$ cat src/rtl/sdr_bridge_pkg.sv
package sdr_bridge_pkg;
   typedef enum logic [1:0] {
      TX_IDLE   = 2'd0,
      TX_WORD   = 2'd1,
      TX_SPACER = 2'd2
   } tx_state_e;
endpackage

$ cat src/rtl/sdr_fifo_store.sv
module sdr_fifo_store #(
   parameter int WIDTH = 8,
   parameter int DEPTH = 8,
   localparam int AW = (DEPTH > 1) ? $clog2(DEPTH) : 1,
   localparam int CW = $clog2(DEPTH + 1)
) (
   input  logic             clk,
   input  logic             rst_n,
   input  logic             push,
   input  logic [WIDTH-1:0] push_data,
   input  logic             pop,
   output logic [WIDTH-1:0] head,
   output logic [CW-1:0]    count,
   output logic             not_full,
   output logic             not_empty
);
   localparam logic [CW-1:0] FULL_CNT = CW'(DEPTH);
   localparam logic [AW-1:0] LAST_IDX = AW'(DEPTH - 1);

   logic [WIDTH-1:0] mem [DEPTH];
   logic [AW-1:0]    wptr, rptr, wptr_nx, rptr_nx;

   // pointer wrap: free binary wrap for powers of two, compare otherwise
   generate
      if ((1 << AW) == DEPTH) begin : g_pow2
         always_comb begin
            wptr_nx = wptr + 1'b1;
            rptr_nx = rptr + 1'b1;
         end
      end else begin : g_cmp
         always_comb begin
            wptr_nx = (wptr == LAST_IDX) ? '0 : wptr + 1'b1;
            rptr_nx = (rptr == LAST_IDX) ? '0 : rptr + 1'b1;
         end
      end
   endgenerate

   always_ff @(posedge clk) begin
      if (push) mem[wptr] <= push_data;
   end

   always_ff @(posedge clk) begin
      if (!rst_n) begin
         wptr  <= '0;
         rptr  <= '0;
         count <= '0;
      end else begin
         if (push) wptr <= wptr_nx;
         if (pop)  rptr <= rptr_nx;
         case ({push, pop})
            2'b10:   count <= count + 1'b1;
            2'b01:   count <= count - 1'b1;
            default: count <= count;
         endcase
      end
   end

   assign head      = mem[rptr];
   assign not_full  = (count != FULL_CNT);
   assign not_empty = (count != '0);
endmodule

$ cat src/rtl/sdr_tx_ctrl.sv
module sdr_tx_ctrl
   import sdr_bridge_pkg::*;
#(
   parameter int WIDTH = 8
) (
   input  logic             clk,
   input  logic             rst_n,
   input  logic             have_word,
   input  logic [WIDTH-1:0] head,
   input  logic             ack,
   output logic             take,
   output logic [WIDTH-1:0] word_q,
   output logic             drive
);
   tx_state_e state, state_nx;

   always_comb begin
      state_nx = state;
      take     = 1'b0;
      unique case (state)
         TX_IDLE: if (have_word && !ack) begin
            take     = 1'b1;
            state_nx = TX_WORD;
         end
         TX_WORD:   if (ack)  state_nx = TX_SPACER;
         TX_SPACER: if (!ack) state_nx = TX_IDLE;
         default:   state_nx = TX_IDLE;
      endcase
   end

   always_ff @(posedge clk) begin
      if (!rst_n) begin
         state  <= TX_IDLE;
         word_q <= '0;
      end else begin
         state <= state_nx;
         if (take) word_q <= head;
      end
   end

   assign drive = (state == TX_WORD);
endmodule

$ cat src/rtl/sdr_rail_enc.sv
module sdr_rail_enc #(
   parameter int WIDTH = 8
) (
   input  logic             drive,
   input  logic [WIDTH-1:0] word,
   output logic [WIDTH-1:0] rail_t,
   output logic [WIDTH-1:0] rail_f
);
   generate
      for (genvar b = 0; b < WIDTH; b++) begin : g_bit
         assign rail_t[b] = drive &  word[b];
         assign rail_f[b] = drive & ~word[b];
      end
   endgenerate
endmodule

$ cat src/rtl/sync_dualrail_fifo_bridge.sv
module sync_dualrail_fifo_bridge #(
   parameter int WIDTH     = 8,
   parameter int DEPTH     = 8,
   parameter int HIGH_MARK = 6,
   localparam int CW = $clog2(DEPTH + 1)
) (
   input  logic             clk,
   input  logic             rst_n,
   input  logic [WIDTH-1:0] wr_data,
   input  logic             wr_valid,
   output logic             wr_ready,
   output logic [WIDTH-1:0] rail_t,
   output logic [WIDTH-1:0] rail_f,
   input  logic             rd_ack,
   output logic [CW-1:0]    fill,
   output logic             high_mark
);
   generate
      if (WIDTH < 1) begin : g_bad_width
         $error("WIDTH must be at least 1");
      end
      if (DEPTH < 2) begin : g_bad_depth
         $error("DEPTH must be at least 2");
      end
      if (HIGH_MARK < 1 || HIGH_MARK > DEPTH) begin : g_bad_mark
         $error("HIGH_MARK must lie in 1..DEPTH");
      end
   endgenerate

   localparam logic [CW-1:0] MARK_CNT = CW'(HIGH_MARK);

   logic             push, pop, not_empty, drive;
   logic [WIDTH-1:0] head, word_q;

   assign push = wr_valid & wr_ready;

   sdr_fifo_store #(.WIDTH(WIDTH), .DEPTH(DEPTH)) u_store (
      .clk       (clk),
      .rst_n     (rst_n),
      .push      (push),
      .push_data (wr_data),
      .pop       (pop),
      .head      (head),
      .count     (fill),
      .not_full  (wr_ready),
      .not_empty (not_empty)
   );

   sdr_tx_ctrl #(.WIDTH(WIDTH)) u_tx (
      .clk       (clk),
      .rst_n     (rst_n),
      .have_word (not_empty),
      .head      (head),
      .ack       (rd_ack),
      .take      (pop),
      .word_q    (word_q),
      .drive     (drive)
   );

   sdr_rail_enc #(.WIDTH(WIDTH)) u_enc (
      .drive  (drive),
      .word   (word_q),
      .rail_t (rail_t),
      .rail_f (rail_f)
   );

   assign high_mark = (fill >= MARK_CNT);
endmodule

$ cat config.mk
export PLATFORM = sky130hd
export DESIGN_NAME = sync_dualrail_fifo_bridge
export DESIGN_NICKNAME = d
export VERILOG_FILES = /design/src/rtl/sdr_bridge_pkg.sv /design/src/rtl/sdr_fifo_store.sv /design/src/rtl/sdr_tx_ctrl.sv /design/src/rtl/sdr_rail_enc.sv /design/src/rtl/sync_dualrail_fifo_bridge.sv
export SDC_FILE = /design/constraint.sdc
export NUM_CORES = 1
export LEC_CHECK = 0
export BUFFER_PORTS_ARGS = -buffer_cell sky130_fd_sc_hd__buf_2
export CAP_MARGIN = 20
export CORE_MARGIN = 5
export CORE_UTILIZATION = 35
export CTS_BUF_LIST = sky130_fd_sc_hd__clkbuf_16
export CTS_CLUSTER_DIAMETER = 30
export DETAILED_ROUTE_END_ITERATION = 6
export GPL_TIMING_DRIVEN = 0
export PLACE_DENSITY = 0.6
export SYNTH_ARGS = -nofsm -noshare
export SYNTH_HDL_FRONTEND = slang
export SYNTH_SLANG_ARGS = --single-unit
$ cat constraint.sdc
create_clock -name clk -period 2.3 [get_ports clk]
set_input_delay 0.115 -clock clk [delete_from_list [all_inputs] [get_ports clk]]
set_output_delay 0.115 -clock clk [all_outputs]
set_load 0.05 [all_outputs]
# ---- Word-level counts from Yosys, hierarchy flattened
# Memory sizes are Yosys's and may differ from the RTL's. A register that Yosys moved wholly into a read port is not among the register bits.
# Index checks and enable logic that the tools add are counted.
dict set report totals {
  reg_bits 12
  ramBits 64
  inputBits 12
  out_inout_bits 22
  wordCells 59
  mem_count 1
}
dict set report classes {
  n_addsub 4
  magnitude_cmp 1
  n_eq_ne 8
  muxes 9
  bitwise 25
  reduce_logical 7
}
# memory depth width rd rd_ports_with_merged_regs write_ports line
set memory_table {}
lappend memory_table {u_store.mem 8 8 1 1 1 sdr_fifo_store.sv:20} ;# logic [WIDTH-1:0] mem [DEPTH];
# op count
set op_table {}
lappend op_table {{$and 1x1->1} 17}
lappend op_table {{$not 1->1} 8}
lappend op_table {{$pmux 4 s2} 1}
lappend op_table {{$add 3x1->3 const B} 2}
lappend op_table {{$mux 2} 3}
lappend op_table {{$pmux 2 s3} 1}
lappend op_table {{$add 4x1->4 const B} 1}
lappend op_table {{$eq 2x1->1 const B} 2}
lappend op_table {{$eq 2x2->1 const B} 2}
lappend op_table {{$ge 4x3->1 const B} 1}
lappend op_table {{$mux 1} 4}
lappend op_table {{$ne 2x2->1 const B} 2}
lappend op_table {{$ne 4x4->1 const B} 1}
lappend op_table {{$reduce_bool 4->1} 1}
lappend op_table {{$sub 4x1->4 const B} 1}
lappend op_table {{$reduce_and 3->1} 1}
lappend op_table {{$logic_not 1->1} 2}
lappend op_table {{$logic_not 2->1} 1}
lappend op_table {{$ne 2x1->1 const B} 1}
lappend op_table {{$reduce_bool 2->1} 1}
lappend op_table {{$logic_and 1x1->1} 1}

# ---- Longest topological paths before layout
# Gate-level depths: netlist of the first run.
dict set report logic_depth {
  depth_word 6
  depth_mapped 12
  ltp_nobuf 9
}

# ---- Hierarchy
# A second synthesis of the first run with hierarchy kept.
dict set report unflattened {
  hier_cells 227
  hier_area_um2 3656.0
}
# mod n_inst cells_per_inst area_each_um2 seq_area_each_um2
set by_module_without_submodules {}
lappend by_module_without_submodules {sdr_fifo_store 1 165 3121.7 2182.1}
lappend by_module_without_submodules {sdr_tx_ctrl 1 43 410.4 200.2}
lappend by_module_without_submodules {sdr_rail_enc 1 17 110.1 0.0}
lappend by_module_without_submodules {sync_dualrail_fifo_bridge 1 2 13.8 0.0}

# ---- Worst setup path before layout of the first run
# OpenSTA, ideal clock, no wires.
dict set report synth_path {
  path_type {flip-flop to flip-flop}
  start {reg u_store.count[1]}
  end {mem u_store.mem[0][0] (enable)}
  setup_time_ns 0.383
  arrival_ns 2.636
  required_time_ns 1.917
  slack_ns -0.719
  path_stages_with_launch 7
  n_path_buf 2
  period_less_slack_ns 3.019
  cell_sequence {dfxtp_1 > buf_6 > or4b_1 > clkbuf_1 > nand2_1 > or2_2 > nor3_1}
}
dict set report synth_between {
  elab_chain_cells 4
}
# item line
set synth_lines {}
lappend synth_lines {{start, declared} sdr_fifo_store.sv:13} ;# output logic [CW-1:0] count,
lappend synth_lines {{start signal, assigned} sdr_fifo_store.sv:51} ;# 2'b10: count <= count + 1'b1;
lappend synth_lines {{start signal, assigned} sdr_fifo_store.sv:52} ;# 2'b01: count <= count - 1'b1;
lappend synth_lines {{start signal, assigned} sdr_fifo_store.sv:53} ;# default: count <= count;
lappend synth_lines {{$ne 4x4->1} sdr_fifo_store.sv:59} ;# assign not_full = (count != FULL_CNT);
lappend synth_lines {{net wr_ready} sync_dualrail_fifo_bridge.sv:11} ;# output logic wr_ready,
lappend synth_lines {{$and 1x1->1} sync_dualrail_fifo_bridge.sv:35} ;# assign push = wr_valid & wr_ready;
lappend synth_lines {{$mux 1} sdr_fifo_store.sv:39} ;# if (push) mem[wptr] <= push_data;
lappend synth_lines {{$mux 1 (not written as such)} sdr_fifo_store.sv:39}
lappend synth_lines {{end, declared} sdr_fifo_store.sv:20}
# The timed path passes the listed nets, and every way through them passes these cells.

# ---- Worst setup path after layout of the first run
dict set report layout_path {
  start {reg u_store.count[1]}
  end {reg u_store.count[2]}
}
dict set report layout_between {
  elab_chain_cells 6
  word_cells_on_any_way 12
  classes_between {2 x add/sub; 3 x eq/ne; 3 x mux; 1 x bitwise; 3 x reduce/logical}
}
# item line
set layout_lines {}
lappend layout_lines {{$reduce_bool 4->1} sdr_fifo_store.sv:60} ;# assign not_empty = (count != '0);
lappend layout_lines {{$logic_and 1x1->1} sdr_tx_ctrl.sv:21} ;# TX_IDLE: if (have_word && !ack) begin
lappend layout_lines {{$mux 1} sdr_tx_ctrl.sv:21}
lappend layout_lines {{$mux 1} sdr_tx_ctrl.sv:20} ;# unique case (state)
lappend layout_lines {{$eq 2x1->1 or $eq 2x2->1 (tied branches)} sdr_fifo_store.sv:50} ;# case ({push, pop})
lappend layout_lines {{$pmux 4 s2 or $reduce_bool 2->1 (tied branches)} -}
# Parallel ways exist; a longest one is shown, timed or not.
# A chain may end at the register's enable or synchronous reset.

==> flow_summary.json, run 1 <==
{
  "yosysWarningCount": 0,
  "fmax_mhz": 450,
  "port_buffers": 33,
  "synthTopCellsByArea": "edfxtp_1, dfxtp_1, mux4_2",
  "intPower_uw": 3260,
  "rr_worst_depth": 9,
  "final_layout_size_suffix_gt1_share_pct": 35.2,
  "min_path_cells": 1,
  "diodes": 0,
  "rsz0062_at_grt": "yes",
  "max_stage_delay_ps": 540,
  "synth_top_family_by_area": "multiplexers",
  "core_region_area_mm2": 0.00964,
  "clockBufferDepth": 2,
  "synth_edf_count": 64,
  "required_ps": 2560,
  "dieArea_mm2": 0.0118,
  "synthCells": 219,
  "synthSimpleGateAreaFrac_pct": 10.6,
  "period_needed_ps": 2220,
  "layout-area-overhead-vs-synth_pct": 22.1,
  "cts_buffers": 9,
  "worst-path-max-fanout": 5,
  "setup_viol": 0,
  "finalClockSkew_ps": 6.46,
  "route.detailed.drc": 0,
  "cts-root-buf": "clkbuf_16",
  "tightest_slew_ps": 923,
  "stdcell_area_mm2": 0.00415,
  "arrival_ps": 2480,
  "cts_sinks": 84,
  "min-delay-start": "wr_data[5]",
  "mostFrequentLayoutCells": "edfxtp_1, buf_2, nor2_1",
  "crit_family": "simple AND/OR/NAND/NOR gates",
  "grt_usage_pct": 12.0,
  "route.vias.total": 1923,
  "synth-xor-area-share_pct": 1.55,
  "synth_area_mm2": 0.00340,
  "leakage_uw": 0.00149,
  "ys_seq_area_share_pct": 68.4,
  "die_h_um": 109,
  "path_clk_slew_ps": 70,
  "cts_tree": "yes",
  "htreeDepth": 3,
  "totalWireLength_um": 6560,
  "wl_per_cell_um": 16.2,
  "hold_viol": 0,
  "grt_pass1_vias": 1928,
  "critPathSlowestCell": "or4_4",
  "synth.avg_cell_area_um2": 15.5,
  "die_w_um": 109,
  "placed_cell_area_mm2": 0.00379,
  "p_seq_share_pct": 39.5,
  "syn-num-nets": 236,
  "yosysTopAreaCell": "edfxtp_1",
  "cp-start-kind": "flop",
  "postSynth.asyncResetShare_pct": 0,
  "ys_ff_latch": 84,
  "fillers": 893,
  "num_io_pins": 34,
  "synth_mux_area_share_pct": 11.5,
  "cp-end-kind": "flop",
  "synth_fa_ha_area_share_pct": 1.84,
  "reg2reg_from": "u_store.count[1]",
  "rows": 36,
  "status": "complete, no violations",
  "reg2reg_slack_ps": 80,
  "yosysTopAreaCellShare_pct": 56.6,
  "clock_power_share_pct": 30.3,
  "final_common_cell": "edfxtp_1",
  "gp_congestion": 0.734,
  "crit_buf_inv": 0,
  "synth_flop_cell": "edfxtp_1",
  "p_sw_share_pct": 32.6,
  "hold_end": "u_store.mem[5][5]",
  "clkLatencyLatePin_ps": 330,
  "fin_nets": 285,
  "antenna_found_initial": 0,
  "detail-route-antenna-nets": 0,
  "powerDensity_mw_per_mm2": 1160,
  "yosysUniqueCellTypes": 32,
  "cap_viol_max_count": 0,
  "grt_pass1_wl_um": 10300,
  "fin_util_pct": 43.0,
  "grt_max_degree": 17,
  "p_comb_share_pct": 30.2,
  "ir_drop_uv": 472,
  "critical_path_class": "flop to flop",
  "place_hpwl_um": 4200,
  "drt_iter0_drc": 145,
  "power_switching_uw": 1570,
  "initial_core_util_pct": 35.2,
  "rr_endpoint": "u_store.count[2]",
  "slew_viol_final": 0,
  "grt_overflow": 0,
  "hp-class": "primary input to flop",
  "finalCritPeriodShare_pct": 96.7,
  "via_per_inst": 4.74,
  "crit_chain": "or4_4 -> and2_4 -> ha_4 -> xor2_2 -> ha_2 -> a21oi_2 -> xor2_1 -> or3_1 -> a21boi_1",
  "slew_headroom_pct": 38.3,
  "synth_compound_area_share_pct": 4.35,
  "drtPass1Iterations": 3
}
-- area by class of cell --
type                    count  area, um2  area share [%]
repair buffers             42        235            5.67
clock buffers               9        225            5.43
plain buffers               7       32.5           0.784
well taps                 133        166            4.01
flip-flops and latches     84       2330            56.2
clock inverters             7       81.3            1.96
multi-input cells         124       1080            25.9
-- metrics by stage --
step | cells | setup WS [ps] | hold WS (ps) | total power [uW] | setup TNS (ps)
2_1_floorplan | 219 | -241 | 194 | 3020 | -300
3_3_place_gp | 385 | -249 | 312 | 3310 | -820
3_5_place_dp | 386 | -283 | 328 | 3340 | -315
4_1_cts | 406 | 14.0 | 43.2 | 4850 | 0
5_1_grt | 406 | -25.7 | 44.5 | 5090 | -27.6
6_report | 406 | 76.2 | 47.8 | 4830 | 0
-- cell families after synthesis --
logic type | count (synthesis)
flip-flops | 84
AND/OR/NAND/NOR | 69
AO/OA/AOI/OAI | 25
multiplexers | 19
buffers and inverters | 11
XOR/XNOR | 6
adder cells (fa/ha/maj) | 5
-- sequential cells by signal, summed over array words and instances, names as in the netlist --
register,count
u_tx.state,2
u_store.wptr,3
u_store.count,4
u_store.mem,64
u_tx.word_q,8
u_store.rptr,3
-- cell usage after synthesis (all sizes together) (5+ instances only) --
| master | n |
|---|---|
| and2 | 13 |
| buf | 5 |
| clkbuf | 6 |
| dfxtp | 20 |
| edfxtp | 64 |
| ha | 5 |
| mux4 | 16 |
| nand2 | 7 |
| nand2b | 6 |
| nand3 | 5 |
| nor2 | 24 |
| o21ai | 11 |
| o22ai | 8 |
-- how the worst max path moves through the flow --
| stage | from | to | slack [ps] | cells after the start |
|---|---|---|---|---|
| final | u_store.count[1] | u_store.count[2] | 80 | 9 |
| after global routing | u_store.count[1] | u_store.count[2] | -30 | 9 |
| after CTS | u_store.count[1] | u_store.count[2] | 10 | 9 |
| after global placement | u_store.count[0] | u_store.count[2] | -250 | 11 |
| after detailed placement | u_store.count[0] | u_store.count[2] | -280 | 11 |
| after floorplan | u_store.count[0] | u_store.count[2] | -240 | 11 |
-- power groups by stage --
stage          registers [uW]  clock network [uW]  logic (uW)
3_5_place_dp             1930                   0        1400
2_1_floorplan            2000                   0        1030
3_3_place_gp             1920                   0        1390
5_1_grt                  1930                1570        1590
6_report                 1910                1470        1460
4_1_cts                  1910                1490        1450
-- repair_timing --
item / in CTS / in global routing
hold endpoints to repair: 1 / 0
pin swaps: 9 / 3
hold buffers: 1 / 0
buffers inserted: 7 / 0
gates resized for setup: 2 / 8
setup endpoints to repair: 2 / 21
-- routing by layer --
metal / share of wire, % / GRT usage [%]
met5: 0 / 0
met4: 1.4 / 4.51
met3: 4.8 / 2.93
met2: 47 / 19.0
met1: 47 / 15.9
Power figures use the tool's default switching activity.
==> run 2: changes to the inputs <==
- CELL_PAD_IN_SITES_DETAIL_PLACEMENT: unset -> 0
- CELL_PAD_IN_SITES_GLOBAL_PLACEMENT: unset -> 2
- CORE_MARGIN: 5 -> 1.5
- PLACE_DENSITY: 0.6 -> 0.76
==> run 2 against run 1 <==
Compared with the run above: utilization up 1.2 points; total power down 2.4%; count of clock-buffer cells in the layout did not move; final cell count down 0.25%; wire length decreased by 0.91%; critical path depth did not move; critical path type unchanged.
==> flow_summary.json, run 2 (synthesis results as in run 1) <==
{
  "status": "complete, no violations",
  "final_layout_size_suffix_gt1_share_pct": 34.8,
  "grt_pass1_wl_um": 10400,
  "port_buffers": 33,
  "final_common_cell": "edfxtp_1",
  "rows": 35,
  "grt_usage_pct": 14.2,
  "leakage_uw": 0.00149,
  "largest_reg_flops": 64,
  "setup_viol": 0,
  "layout-area-overhead-vs-synth_pct": 21.5,
  "tightest_slew_ps": 903,
  "hp-class": "primary input to flop",
  "antenna_found_initial": 0,
  "clockBufferDepth": 2,
  "fin_setup_tns_ps": 0,
  "num_io_pins": 34,
  "gp_congestion": 0.705,
  "detail-route-antenna-nets": 0,
  "ir_drop_uv": 381,
  "timing.hold.ws_ps": 47.4,
  "htreeDepth": 3,
  "instances_no_fill": 405,
  "top_register": "u_store.mem",
  "slew_headroom_pct": 39.6,
  "initial_core_util_pct": 36.4,
  "place_hpwl_um": 4180,
  "cts_buffers": 9,
  "rr_worst_depth": 9,
  "wl_per_cell_um": 16.0,
  "route.detailed.drc": 0,
  "fmax_mhz": 450,
  "critical_path_class": "flop to flop",
  "path_clk_slew_ps": 60,
  "arrival_ps": 2490,
  "mostFrequentLayoutCells": "edfxtp_1, buf_2, nor2_1",
  "fin_nets": 288,
  "cap_viol_max_count": 0,
  "cp-end-kind": "flop",
  "min_path_cells": 1,
  "rsz0062_at_grt": "yes",
  "clkLatencyLatePin_ps": 340,
  "powerDensity_mw_per_mm2": 1140,
  "dp.cells": 381,
  "core_region_area_mm2": 0.00933,
  "grt_max_degree": 16,
  "cts_tree": "yes",
  "drt_iter0_drc": 123,
  "dieArea_mm2": 0.0103,
  "hold_viol": 0,
  "drtPass1Iterations": 4,
  "totalWireLength_um": 6500,
  "grt_pass1_vias": 1988,
  "worst-path-max-fanout": 4,
  "finalClockSkew_ps": 7.36,
  "route.vias.total": 1970,
  "period_needed_ps": 2220,
  "slew_viol_final": 0,
  "cp-start-kind": "flop",
  "finalCritPeriodShare_pct": 96.7,
  "via_per_inst": 4.86,
  "diodes": 0,
  "cts_sinks": 84,
  "die_w_um": 102,
  "die_h_um": 102,
  "top_regs": "u_store.mem: 64 flops, u_tx.word_q: 8 flops, u_store.count: 4 flops",
  "required_ps": 2570,
  "grt_overflow": 0,
  "cts-root-buf": "clkbuf_16"
}
[run 2: changes by cell type in the layout (fill, tap and decap cells not counted), moves of 2 or more]
cell	change
inv_6	-3
nor2_2	-2
nor2_1	+2
clkinvlp_4	+2
buf_4	+3
[run 2: worst paths after layout]
kind                                           to        startpoint  slack [ps]
worst min-delay path            u_store.mem[2][5]        wr_data[5]          50
worst max-delay path             u_store.count[2]  u_store.count[1]          80
worst max register to register   u_store.count[2]  u_store.count[1]          80
worst min register to register   u_store.count[3]  u_store.count[3]         490
[run 2: worst max-delay path, cell delays in order (launching register included)]
cell	delay [ps]
dfxtp_4	360
or4_4	530
and2_4	170
ha_4	160
xor2_1	150
ha_2	190
a21oi_2	30
xor2_1	150
or3_1	300
a21boi_1	110
[run 2: what timing repair did]
item	4_1_cts	5_1_grt
hold buffers	1	0
setup buffers	10	1
pin swaps	8	8
setup endpoints to repair	10	15
resized for setup	4	5
hold endpoints to repair	1	0
[run 2: cell type report]
class	count	area, um2
clock buffer	9	225
tap	129	161
sequential	84	2330
multi-input combinational	124	1060
fill	862	5200
buffer	7	32.5
clock inverter	7	52.6
timing repair buffer	45	258
[run 2: stage by stage]
stage | util (%) | power (uW) | area (um2) | worst slack [ps]
3_5_place_dp | 40.5 | 3340 | 3780 | -291
3_3_place_gp | 40.5 | 3330 | 3770 | -259
4_1_cts | 44.2 | 4800 | 4120 | -71.0
6_report | 44.2 | 4710 | 4130 | 75.7
2_1_floorplan | - | 3020 | 3450 | -241
5_1_grt | 44.2 | 4960 | 4130 | -41.6
[run 2: layer usage]
layer / vias to the layer above / global-route usage, % / part of all wire (%)
li1: 934 / - / -
met1: 977 / 18.3 / 47
met2: 51 / 22.1 / 47
met3: 8 / 3.38 / 4.6
met4: 0 / 7.80 / 1.7
met5: - / 0 / 0
[run 2: report_power, final]
part	total [uW]	internal [uW]	switching, uW
clock	1330	736	593
combinational	1490	625	861
sequential	1900	1800	101
